===== src/rtl/sfc_pkg.sv =====
package sfc_pkg;
  localparam int NSTEP = 7;
  localparam int NCOND = 7;

  // step flag positions
  localparam int ST_INIT  = 0;
  localparam int ST_A0    = 1;
  localparam int ST_A1    = 2;
  localparam int ST_B0    = 3;
  localparam int ST_B1    = 4;
  localparam int ST_MERGE = 5;
  localparam int ST_SIDE  = 6;

  // condition / transition positions
  localparam int TR_FORK  = 0;
  localparam int TR_A     = 1;
  localparam int TR_B     = 2;
  localparam int TR_JOIN  = 3;
  localparam int TR_LEFT  = 4;
  localparam int TR_RIGHT = 5;
  localparam int TR_BACK  = 6;

  localparam logic [NSTEP-1:0] INIT_MASK = NSTEP'(1) << ST_INIT;

  // timer slots inside the action unit
  localparam int NTMR    = 2;
  localparam int TM_DLY  = 0;
  localparam int TM_LIM  = 1;
endpackage


===== src/rtl/sfc_trans_net.sv =====
module sfc_trans_net
  import sfc_pkg::*;
(
  input  logic [NSTEP-1:0] st,
  input  logic [NCOND-1:0] cond,
  output logic [NSTEP-1:0] enter,
  output logic [NSTEP-1:0] leave
);
  logic [NCOND-1:0] fire;

  // every transition sees only the pre-edge step flags
  always_comb begin
    fire           = '0;
    fire[TR_FORK]  = st[ST_INIT] & cond[TR_FORK];
    fire[TR_A]     = st[ST_A0] & cond[TR_A];
    fire[TR_B]     = st[ST_B0] & cond[TR_B];
    fire[TR_JOIN]  = st[ST_A1] & st[ST_B1] & cond[TR_JOIN];
    fire[TR_LEFT]  = st[ST_MERGE] & cond[TR_LEFT];
    // the right exit yields to the left exit
    fire[TR_RIGHT] = st[ST_MERGE] & cond[TR_RIGHT] & ~cond[TR_LEFT];
    fire[TR_BACK]  = st[ST_SIDE] & cond[TR_BACK];
  end

  always_comb begin
    enter           = '0;
    leave           = '0;
    enter[ST_INIT]  = fire[TR_LEFT] | fire[TR_BACK];
    leave[ST_INIT]  = fire[TR_FORK];
    enter[ST_A0]    = fire[TR_FORK];
    leave[ST_A0]    = fire[TR_A];
    enter[ST_A1]    = fire[TR_A];
    leave[ST_A1]    = fire[TR_JOIN];
    enter[ST_B0]    = fire[TR_FORK];
    leave[ST_B0]    = fire[TR_B];
    enter[ST_B1]    = fire[TR_B];
    leave[ST_B1]    = fire[TR_JOIN];
    enter[ST_MERGE] = fire[TR_JOIN];
    leave[ST_MERGE] = fire[TR_LEFT] | fire[TR_RIGHT];
    enter[ST_SIDE]  = fire[TR_RIGHT];
    leave[ST_SIDE]  = fire[TR_BACK];
  end
endmodule


===== src/rtl/sfc_step_reg.sv =====
module sfc_step_reg
  import sfc_pkg::*;
(
  input  logic             clk,
  input  logic             rst,
  input  logic [NSTEP-1:0] enter,
  input  logic [NSTEP-1:0] leave,
  output logic [NSTEP-1:0] st
);
  for (genvar i = 0; i < NSTEP; i++) begin : g_step
    always_ff @(posedge clk) begin
      if (rst) st[i] <= INIT_MASK[i];
      else     st[i] <= (st[i] & ~leave[i]) | enter[i];
    end
  end
endmodule


===== src/rtl/sfc_ondelay.sv =====
module sfc_ondelay #(
  parameter int CNT_W = 8
) (
  input  logic             clk,
  input  logic             rst,
  input  logic             run,
  input  logic [CNT_W-1:0] preset,
  output logic             done
);
  logic [CNT_W-1:0] cnt;

  // reload while idle, count down while running, hold at zero
  always_ff @(posedge clk) begin
    if (rst || !run)       cnt <= preset;
    else if (cnt != '0)    cnt <= cnt - 1'b1;
  end

  assign done = run && (cnt == '0);
endmodule


===== src/rtl/sfc_action_unit.sv =====
module sfc_action_unit
  import sfc_pkg::*;
#(
  parameter int CNT_W = 8
) (
  input  logic             clk,
  input  logic             rst,
  input  logic [NSTEP-1:0] st,
  input  logic [CNT_W-1:0] dly_preset,
  input  logic [CNT_W-1:0] lim_preset,
  output logic             act_run,
  output logic             act_hold,
  output logic             act_delay,
  output logic             act_limit
);
  logic [NTMR-1:0]  tm_run;
  logic [NTMR-1:0]  tm_done;
  logic [CNT_W-1:0] tm_pre [NTMR];

  assign tm_run[TM_DLY] = st[ST_B0];
  assign tm_pre[TM_DLY] = dly_preset;
  assign tm_run[TM_LIM] = st[ST_MERGE];
  assign tm_pre[TM_LIM] = lim_preset;

  for (genvar g = 0; g < NTMR; g++) begin : g_tmr
    sfc_ondelay #(.CNT_W(CNT_W)) tmr_i (
      .clk    (clk),
      .rst    (rst),
      .run    (tm_run[g]),
      .preset (tm_pre[g]),
      .done   (tm_done[g])
    );
  end

  // latched action: clear dominates set
  always_ff @(posedge clk) begin
    if (rst || st[ST_SIDE]) act_hold <= 1'b0;
    else if (st[ST_A1])     act_hold <= 1'b1;
  end

  assign act_run   = st[ST_A0];
  assign act_delay = tm_done[TM_DLY];
  assign act_limit = tm_run[TM_LIM] & ~tm_done[TM_LIM];
endmodule


===== src/rtl/sfc_step_ctrl.sv =====
module sfc_step_ctrl
  import sfc_pkg::*;
#(
  parameter int CNT_W = 8
) (
  input  logic             clk,
  input  logic             rst,
  input  logic [NCOND-1:0] cond_i,
  input  logic [CNT_W-1:0] dly_preset_i,
  input  logic [CNT_W-1:0] lim_preset_i,
  output logic [NSTEP-1:0] step_o,
  output logic             act_run_o,
  output logic             act_hold_o,
  output logic             act_delay_o,
  output logic             act_limit_o
);
  logic [NSTEP-1:0] st;
  logic [NSTEP-1:0] enter;
  logic [NSTEP-1:0] leave;

  sfc_trans_net net_i (
    .st    (st),
    .cond  (cond_i),
    .enter (enter),
    .leave (leave)
  );

  sfc_step_reg reg_i (
    .clk   (clk),
    .rst   (rst),
    .enter (enter),
    .leave (leave),
    .st    (st)
  );

  sfc_action_unit #(.CNT_W(CNT_W)) act_i (
    .clk        (clk),
    .rst        (rst),
    .st         (st),
    .dly_preset (dly_preset_i),
    .lim_preset (lim_preset_i),
    .act_run    (act_run_o),
    .act_hold   (act_hold_o),
    .act_delay  (act_delay_o),
    .act_limit  (act_limit_o)
  );

  assign step_o = st;
endmodule


===== config.mk =====
export PLATFORM = sky130hd
export DESIGN_NAME = sfc_step_ctrl
export DESIGN_NICKNAME = d
export VERILOG_FILES = /design/src/rtl/sfc_pkg.sv /design/src/rtl/sfc_trans_net.sv /design/src/rtl/sfc_step_reg.sv /design/src/rtl/sfc_ondelay.sv /design/src/rtl/sfc_action_unit.sv /design/src/rtl/sfc_step_ctrl.sv
export SDC_FILE = /design/constraint.sdc
export NUM_CORES = 1
export LEC_CHECK = 0
export ABC_AREA = 1
export BUFFER_PORTS_ARGS = -buffer_cell sky130_fd_sc_hd__buf_2
export CAP_MARGIN = 15
export CELL_PAD_IN_SITES_DETAIL_PLACEMENT = 0
export CELL_PAD_IN_SITES_GLOBAL_PLACEMENT = 1
export CORE_ASPECT_RATIO = 0.75
export CORE_UTILIZATION = 40
export CTS_CLUSTER_DIAMETER = 60
export DETAILED_ROUTE_END_ITERATION = 10
export MAX_ROUTING_LAYER = met4
export PLACE_DENSITY = 0.94
export SLEW_MARGIN = 20
export SYNTH_ARGS = -nofsm -noshare
export SYNTH_HDL_FRONTEND = slang
export SYNTH_SLANG_ARGS = --single-unit

===== constraint.sdc =====
create_clock -name clk -period 3.7 [get_ports clk]
set_input_delay 0.74 -clock clk [delete_from_list [all_inputs] [get_ports clk]]
set_output_delay 0.74 -clock clk [all_outputs]
set_load 0.1 [all_outputs]

Yosys cells after proc, flatten, opt, wreduce, memory -nomap -nowiden
Index checks and enable logic that the tools add are counted.
{"block": "op_classes", "addsub": 2, "mul": 0, "n_div": 0, "order_cmp": 0, "eq_ne": 0, "shift": 0, "n_mux": 4, "bitwise_logic": 34, "n_reduce_logical": 13}
{"op": "$mux W8", "count": 4}
{"op": "$and A1 B1 Y1", "count": 17}
{"op": "$logic_not A8 Y1", "count": 2}
{"op": "$reduce_bool A8 Y1", "count": 2}
{"op": "$sub A8 B1 Y8 const B", "count": 2}
{"op": "$or A1 B1 Y1", "count": 9}
{"op": "$not A1 Y1", "count": 8}
{"op": "$reduce_bool A2 Y1", "count": 2}
{"op": "$logic_or A1 B1 Y1", "count": 3}
{"op": "$logic_and A1 B1 Y1", "count": 2}
{"op": "$logic_not A1 Y1", "count": 2}
{"block": "totals", "register_bits": 24, "latchBits": 0, "mem_bits_rw": 0, "rom_bits": 0, "in_bits": 25, "output_inout_bits": 11, "word_cells": 63, "mem_count": 0}

Depth between registers and ports, before layout
Gate-level depths: netlist (run 1).
{"block": "logic_depth", "ltp_word": 6, "depth_mapped": 9, "ltp_nobuf": 9}

By module
Synthesis (run 1) repeated with hierarchy kept, for this count alone.
{"block": "unflattened", "cells_unflattened": 205, "area_unflattened_um2": 1490.2}
{"mod": "sfc_ondelay", "instances": 2, "cells_each": 70, "area_each_um2": 539.3}
{"mod": "sfc_step_reg", "instances": 1, "cells_each": 34, "area_each_um2": 250.2}
{"mod": "sfc_trans_net", "instances": 1, "cells_each": 22, "area_each_um2": 107.6}
{"mod": "sfc_action_unit", "instances": 1, "cells_each": 9, "area_each_um2": 53.8}

Worst setup path after synthesis (run 1)
No wires, ideal clock.
{"block": "synth_path", "kind": "reg2reg", "start": "reg act_i.g_tmr[0].tmr_i.cnt[0]", "end": "reg act_i.g_tmr[0].tmr_i.cnt[0], enable pin", "setup_time_ns": 0.411, "t_arrival_ns": 2.473, "setup_slack_ns": 0.816, "path_stages_with_launch": 6, "path_buffers": 0, "synth_period_minus_slack_ns": 2.884, "path_cell_list": "edfxtp_1 inv_2 ha_1 nand4_1 nor2_1 nand2_1"}
{"block": "synth_via", "elab_chain_cells": 2}
{"element": "start: declaration", "line_no": "sfc_ondelay.sv:10", "source": "logic [CNT_W-1:0] cnt;"}
{"element": "start signal: assignment", "line_no": "sfc_ondelay.sv:14", "source": "if (rst || !run) cnt <= preset;"}
{"element": "start signal: assignment", "line_no": "sfc_ondelay.sv:15", "source": "else if (cnt != '0) cnt <= cnt - 1'b1;"}
{"element": "$reduce_bool A8 Y1", "line_no": "sfc_ondelay.sv:15"}
{"element": "$reduce_bool A2 Y1 (no line)"}
Every way passes these cells.
A chain may end at the register's enable or synchronous reset.

Worst setup path in the final report (run 1)
{"block": "layout_path", "start": "reg act_i.g_tmr[1].tmr_i.cnt[0]", "end": "out act_limit_o"}
{"block": "layout_via", "elab_chain_cells": 4}
{"element": "start: declaration", "line_no": "sfc_ondelay.sv:10"}
{"element": "start signal: assignment", "line_no": "sfc_ondelay.sv:14"}
{"element": "start signal: assignment", "line_no": "sfc_ondelay.sv:15"}
{"element": "$logic_not A8 Y1", "line_no": "sfc_ondelay.sv:18", "source": "assign done = run && (cnt == '0);"}
{"element": "$logic_and A1 B1 Y1", "line_no": "sfc_ondelay.sv:18"}
{"element": "$not A1 Y1", "line_no": "sfc_action_unit.sv:43", "source": "assign act_limit = tm_run[TM_LIM] & ~tm_done[TM_LIM];"}
{"element": "$and A1 B1 Y1", "line_no": "sfc_action_unit.sv:43"}
{"element": "end: declaration", "line_no": "sfc_step_ctrl.sv:15", "source": "output logic act_limit_o"}
Every way passes these cells.

==> results of run 1 <==
==> worst reg2reg max path, stage by stage, from the launching register on <==
cell and delay, ps:
edfxtp_1 400, inv_1 110, ha_1 150, inv_1 70, nor2_4 130, nand2_2 80, nor2_2 100, nand2_1 240
==> sequential cells by signal (all words and copies together), names as in the netlist <==
name                   cells
reg_i.st                   7
act_i.g_tmr.tmr_i.cnt     16
act_i.act_hold             1
==> power by group through the flow <==
stage	sequential, uW	clock, uW	combinational (uW)
after floorplan	346	0	64.4
after global placement	324	0	112
after detailed placement	325	0	113
after CTS	319	208	113
after global routing	322	223	124
final	319	205	113
==> kinds of logic after synthesis <==
logic type,count (synthesis),synth area share
adders and majority gates,3,0.02748
DFF,24,0.4689
AOI/OAI and AO/OA,22,0.09158
and+or+nand+nor,89,0.3013
xor gates and xnor gates,1,0.006411
buffers and inverters,29,0.1044
==> routing by layer <==
metal | vias to the layer above | part of all wire
met1 | 517 | 0.53
li1 | 620 | -
met4 | 0 | 0.0063
met5 | - | 0
met3 | 4 | 0.073
met2 | 36 | 0.39
==> cell type report <==
class | count | area, um^2
Clock buffer | 4 | 66.31
Fill cell | 297 | 1474
Inverter | 24 | 97.59
Multi-Input combinational cell | 115 | 583.1
Sequential cell | 24 | 640.6
Tap cell | 38 | 47.55
Timing Repair Buffer | 35 | 175.2
==> worst max path at each step <==
stage,start,endpoint,slack [ps],depth (start not counted)
5_1_grt,act_i.g_tmr[1].tmr_i.cnt[0],act_limit_o,1130,8
2_1_floorplan,act_i.g_tmr[0].tmr_i.cnt[0],act_i.g_tmr[0].tmr_i.cnt[0],820,5
6_report,act_i.g_tmr[1].tmr_i.cnt[0],act_limit_o,1280,8
3_5_place_dp,act_i.g_tmr[1].tmr_i.cnt[0],act_limit_o,1570,8
3_3_place_gp,act_i.g_tmr[1].tmr_i.cnt[0],act_limit_o,1610,8
4_1_cts,act_i.g_tmr[1].tmr_i.cnt[0],act_limit_o,1270,8
==> through the flow <==
stage | setup WS, ps | utilization
floorplan | 815.7 | -
CTS | 1265 | 0.5221
global placement | 1612 | 0.5006
finish | 1285 | 0.5221
global route | 1128 | 0.5221
detailed placement | 1573 | 0.5006
==> cell usage after synthesis <==
cell type / n
inv_1: 18
inv_4: 3
o22ai_1: 1
buf_6: 2
buf_4: 3
nand2_4: 1
o21ai_0: 2
a22oi_1: 1
nor2_1: 16
a31oi_1: 4
o21ai_1: 7
edfxtp_1: 16
nand2_1: 45
a21oi_1: 5
inv_2: 3
xnor2_1: 1
nor3_1: 1
nor2_2: 3
nor2_8: 1
o211ai_1: 1
nand3_1: 16
nand4_1: 2
ha_1: 3
nor2_4: 2
dfxtp_1: 8
a21oi_2: 1
nand2_2: 2
==> results.yml, run 1 <==
run_status:
  status: "finished clean"
grt:
  grt_pass1_vias: 1020
  grt_pass1_wl_mm: 4.498
  met2_usage: 0.2476
  grt_util_met3: 0.05769
  antenna_found_initial: 0
  grt_max_degree: 15
  top_usage_layer: "met2"
  grt_overflow: 0
  met1_usage: 0.2200
  grt_use_total: 0.1659
cells_and_area:
  final_area_mm2: 0.001610
  final_common_cell: "nand2_1"
  fin_cells: 240
  synthToLayoutAreaGrowth_pct: 17.86
  insertedDiodeCount: 0
  final_cell_mix: "nand2_1 (45), buf_2 (35), inv_1 (18)"
  finalNetCount: 231
  drive_gt1_frac: 0.2723
clock_network:
  cts_buffers: 3
  cts_tree: "built"
  cts_root_buf: "clkbuf_8"
  htreeDepth: 1
  post_cts_resized: 0
  clock_latency_ps: 270
  post-cts-setup-buffers: 0
  cts_hold_buf: 0
  cts.path.max_buffers: 2
  cts.sinks: 24
  clk_pin_slew_worst_paths_ps: 90
detailed_routing:
  wl_mm: 2.697
  ant_nets: 0
  drt-initial-drc-count: 77
  drc: 0
  avgViaCountPerCell: 4.904
  dr.pass1.iters: 4
  wl_per_cell_um: 11.24
  num_vias: 1177
synth:
  syn_avg_cell_area_um2: 8.133
  synth_area_leaders: "edfxtp_1 (35%), nand2_1 (12%), dfxtp_1 (12%)"
  syn-num-nets: 196
  synthCells: 168
  synth_area_mm2: 0.001366
  seq_area_frac_synth: 0.4689
  yosysWarnings: 0
  yosysTopAreaCell: "edfxtp_1"
  synth-seq-cells: 24
  synth_top_area_frac: 0.3516
  synth_cell_types: 27
setup_path:
  cp_top_family: "buffers and inverters"
  crit_chain: "inv_1 -> ha_1 -> inv_1 -> nor2_4 -> nand2_2 -> nor2_2 -> nor2_1 -> buf_2"
  worstReg2RegEnd: "act_i.g_tmr[1].tmr_i.cnt[1]"
  critical_path_buf_inv_count: 3
  reg2reg_slack_ps: 2120
  required_ps: 2960
  cp_slowest_stage_delay_ps: 420
  end_kind: "primary output"
  path_class: "register to primary output"
  cp.arrival_ps: 1680
  worst_r2r_startpoint: "act_i.g_tmr[1].tmr_i.cnt[0]"
  crit_top_cell: "inv_1"
  reg2reg_depth: 7
  slowest_stage: "buf_2"
  critPathLaunchType: "register"
  path_max_fanout: 4
placement:
  gp_congestion: 0.8602
  io_buffers: 35
  place_area_mm2: 0.001544
  place_inst: 236
  dp_hpwl_mm: 2.104
floorplan:
  io_pins: 36
  die_w_um: 69.49
  die-area_mm2: 0.003656
  core_area_mm2: 0.003084
  start_util: 0.4430
  fp.dieH_um: 52.62
  rows: 17
pwr:
  powerDensity_mw_per_mm2: 395.6
  switchingPower_uw: 182.2
  p_int_uw: 454.8
  swShare: 0.2860
  power_frac_comb: 0.177
  clock_power_share: 0.322
  power_uw: 637.0
  p_leak_uw: 0.0007896
  seq_power_share: 0.501
  peakVddDrop_uv: 195.1
worst_hold_path:
  whs_path_depth: 1
  hold_class: "register to register"
  holdPathEnd: "act_i.act_hold"
  hold_start: "reg_i.st[6]"
timing:
  fin_crit_sh: 0.6528
  finalHoldViolations: 0
  worst_slew_pin_slew_ps: 489.0
  final.setup_skew_ps: 5.174
  finalMaxSlewViolations: 0
  rsz0062_at_grt: "no"
  whs_ps: 484.6
  fin_setup_tns_ps: 0
  max_slew_margin: 0.6762
  fmax_ghz: 0.4140
  setup-violations-final: 0
  min_period_ps: 2415
run:
  maxCapViolCount: 0
(Power assumes the default switching activity.)
==> inputs of run 2 (changes only) <==
--- a/config.mk
+++ b/config.mk
@@ -11,11 +11,11 @@
 export CELL_PAD_IN_SITES_DETAIL_PLACEMENT = 0
 export CELL_PAD_IN_SITES_GLOBAL_PLACEMENT = 1
 export CORE_ASPECT_RATIO = 0.75
-export CORE_UTILIZATION = 40
+export CORE_UTILIZATION = 34
 export CTS_CLUSTER_DIAMETER = 60
 export DETAILED_ROUTE_END_ITERATION = 10
 export MAX_ROUTING_LAYER = met4
-export PLACE_DENSITY = 0.94
+export PLACE_DENSITY = 0.86
 export SLEW_MARGIN = 20
 export SYNTH_ARGS = -nofsm -noshare
 export SYNTH_HDL_FRONTEND = slang
==> constraint.sdc (replaced) <==
create_clock -name clk -period 2.1 [get_ports clk]
set_input_delay 0.42 -clock clk [delete_from_list [all_inputs] [get_ports clk]]
set_output_delay 0.42 -clock clk [all_outputs]
set_load 0.1 [all_outputs]
==> results.yml, run 2 (synthesis gave the netlist of run 1 again) <==
cells_and_area:
  final_cell_mix: "nand2_1 (45), buf_2 (33), inv_1 (17)"
  final_common_cell: "nand2_1"
  reg_top3: "act_i.g_tmr.tmr_i.cnt (16), reg_i.st (7), act_i.act_hold (1)"
  insertedDiodeCount: 0
  finalNetCount: 232
  fin_util: 0.4404
  drive_gt1_frac: 0.2906
  largest_register_ffs: 16
  synthToLayoutAreaGrowth_pct: 21.06
  regMostFlops: "act_i.g_tmr.tmr_i.cnt"
floorplan:
  die_w_um: 75.20
  start_util: 0.3638
  fp.dieH_um: 56.90
  io_pins: 36
  core_area_mm2: 0.003756
  die-area_mm2: 0.004279
  rows: 19
clock_network:
  cts_hold_buf: 0
  cts_buffers: 3
  clk_pin_slew_worst_paths_ps: 90
  cts.sinks: 24
  cts.path.max_buffers: 2
  clock_latency_ps: 270
  cts_tree: "built"
  cts_root_buf: "clkbuf_8"
  htreeDepth: 1
detailed_routing:
  wl_per_cell_um: 11.25
  avgViaCountPerCell: 4.439
  ant_nets: 0
  num_vias: 1132
  wl_mm: 2.868
  drc: 0
  dr.pass1.iters: 4
  drt-initial-drc-count: 49
timing:
  setup-violations-final: 0
  min_period_ps: 1981
  worst_slew_pin_slew_ps: 493.7
  max_slew_margin: 0.6731
  fin_crit_sh: 0.9435
  finalMaxSlewViolations: 0
  final.setup_skew_ps: 4.452
  fin_setup_tns_ps: 0
  fmax_ghz: 0.5047
  rsz0062_at_grt: "no"
  finalHoldViolations: 0
setup_path:
  path_class: "register to primary output"
  cp.arrival_ps: 1560
  end_kind: "primary output"
  critical_path_buf_inv_count: 3
  cp_top_family: "flip-flops"
  slowest_stage: "edfxtp_1"
  required_ps: 1680
  cp_slowest_stage_delay_ps: 410
  path_max_fanout: 3
  crit_top_cell: "nor2_2"
  crit_chain: "inv_2 -> ha_1 -> inv_1 -> nor2_4 -> nand2_2 -> nor2_2 -> nor2_2 -> buf_6"
  critPathLaunchType: "register"
worst_hold_path:
  hold_class: "primary input to register"
pwr:
  powerDensity_mw_per_mm2: 678.3
  peakVddDrop_uv: 554.8
  p_leak_uw: 0.0007929
grt:
  grt_pass1_vias: 1025
  antenna_found_initial: 0
  grt_pass1_wl_mm: 4.740
  grt_max_degree: 15
  grt_overflow: 0
  grt_use_total: 0.1511
placement:
  dp_hpwl_mm: 2.172
  io_buffers: 35
  gp_congestion: 0.7919
run:
  maxCapViolCount: 0
run_status:
  status: "finished clean"
run 2: cell type report:
type                    count  area [um^2]
clock buffers               4        66.31
fillers                   409         2102
inverters                  24        97.59
multi-input cells         115        593.1
flip-flops and latches     24        640.6
well taps                  52        65.06
repair buffers             36        191.4
run 2: final timing paths:
kind	start	endpoint	slack (ps)	depth (start not counted)
min	cond_i[2]	reg_i.st[3]	350	2
min reg2reg	reg_i.st[6]	act_i.act_hold	480	1
max reg2reg	act_i.g_tmr[1].tmr_i.cnt[0]	act_i.g_tmr[1].tmr_i.cnt[4]	460	7
max	act_i.g_tmr[1].tmr_i.cnt[0]	act_limit_o	120	8
run 2: layer usage:
| layer | track usage | share of wire |
|---|---|---|
| met3 | 0.04847 | 0.051 |
| met2 | 0.1931 | 0.37 |
| met5 | - | 0 |
| met4 | 0.02381 | 0.0052 |
| met1 | 0.2324 | 0.58 |
run 2: repair_timing:
item | 4_1_cts | 5_1_grt
buffers inserted | 0 | 1
resized for setup | 1 | 3
pin swaps | 0 | 1
setup endpoints to repair | 1 | 2
run 2: where the power goes:
part           internal, uW  switching (uW)
registers               535            26.9
logic                  59.8             140
clock network           207             153
total                   802             320
run 2: metrics by stage:
step / std cells / cell area [um^2] / setup slack [ps] / power (uW) / hold slack (ps)
global route: 255 / 1654 / 8.245 / 1181 / 338.8
CTS: 254 / 1640 / 27.43 / 1137 / 338.3
floorplan: 168 / 1376 / 73.85 / 724.4 / 495.4
detailed placement: 250 / 1572 / 285.6 / 770.4 / 467.4
finish: 255 / 1654 / 118.6 / 1122 / 349.2
global placement: 250 / 1572 / 341.2 / 769.2 / 460.8
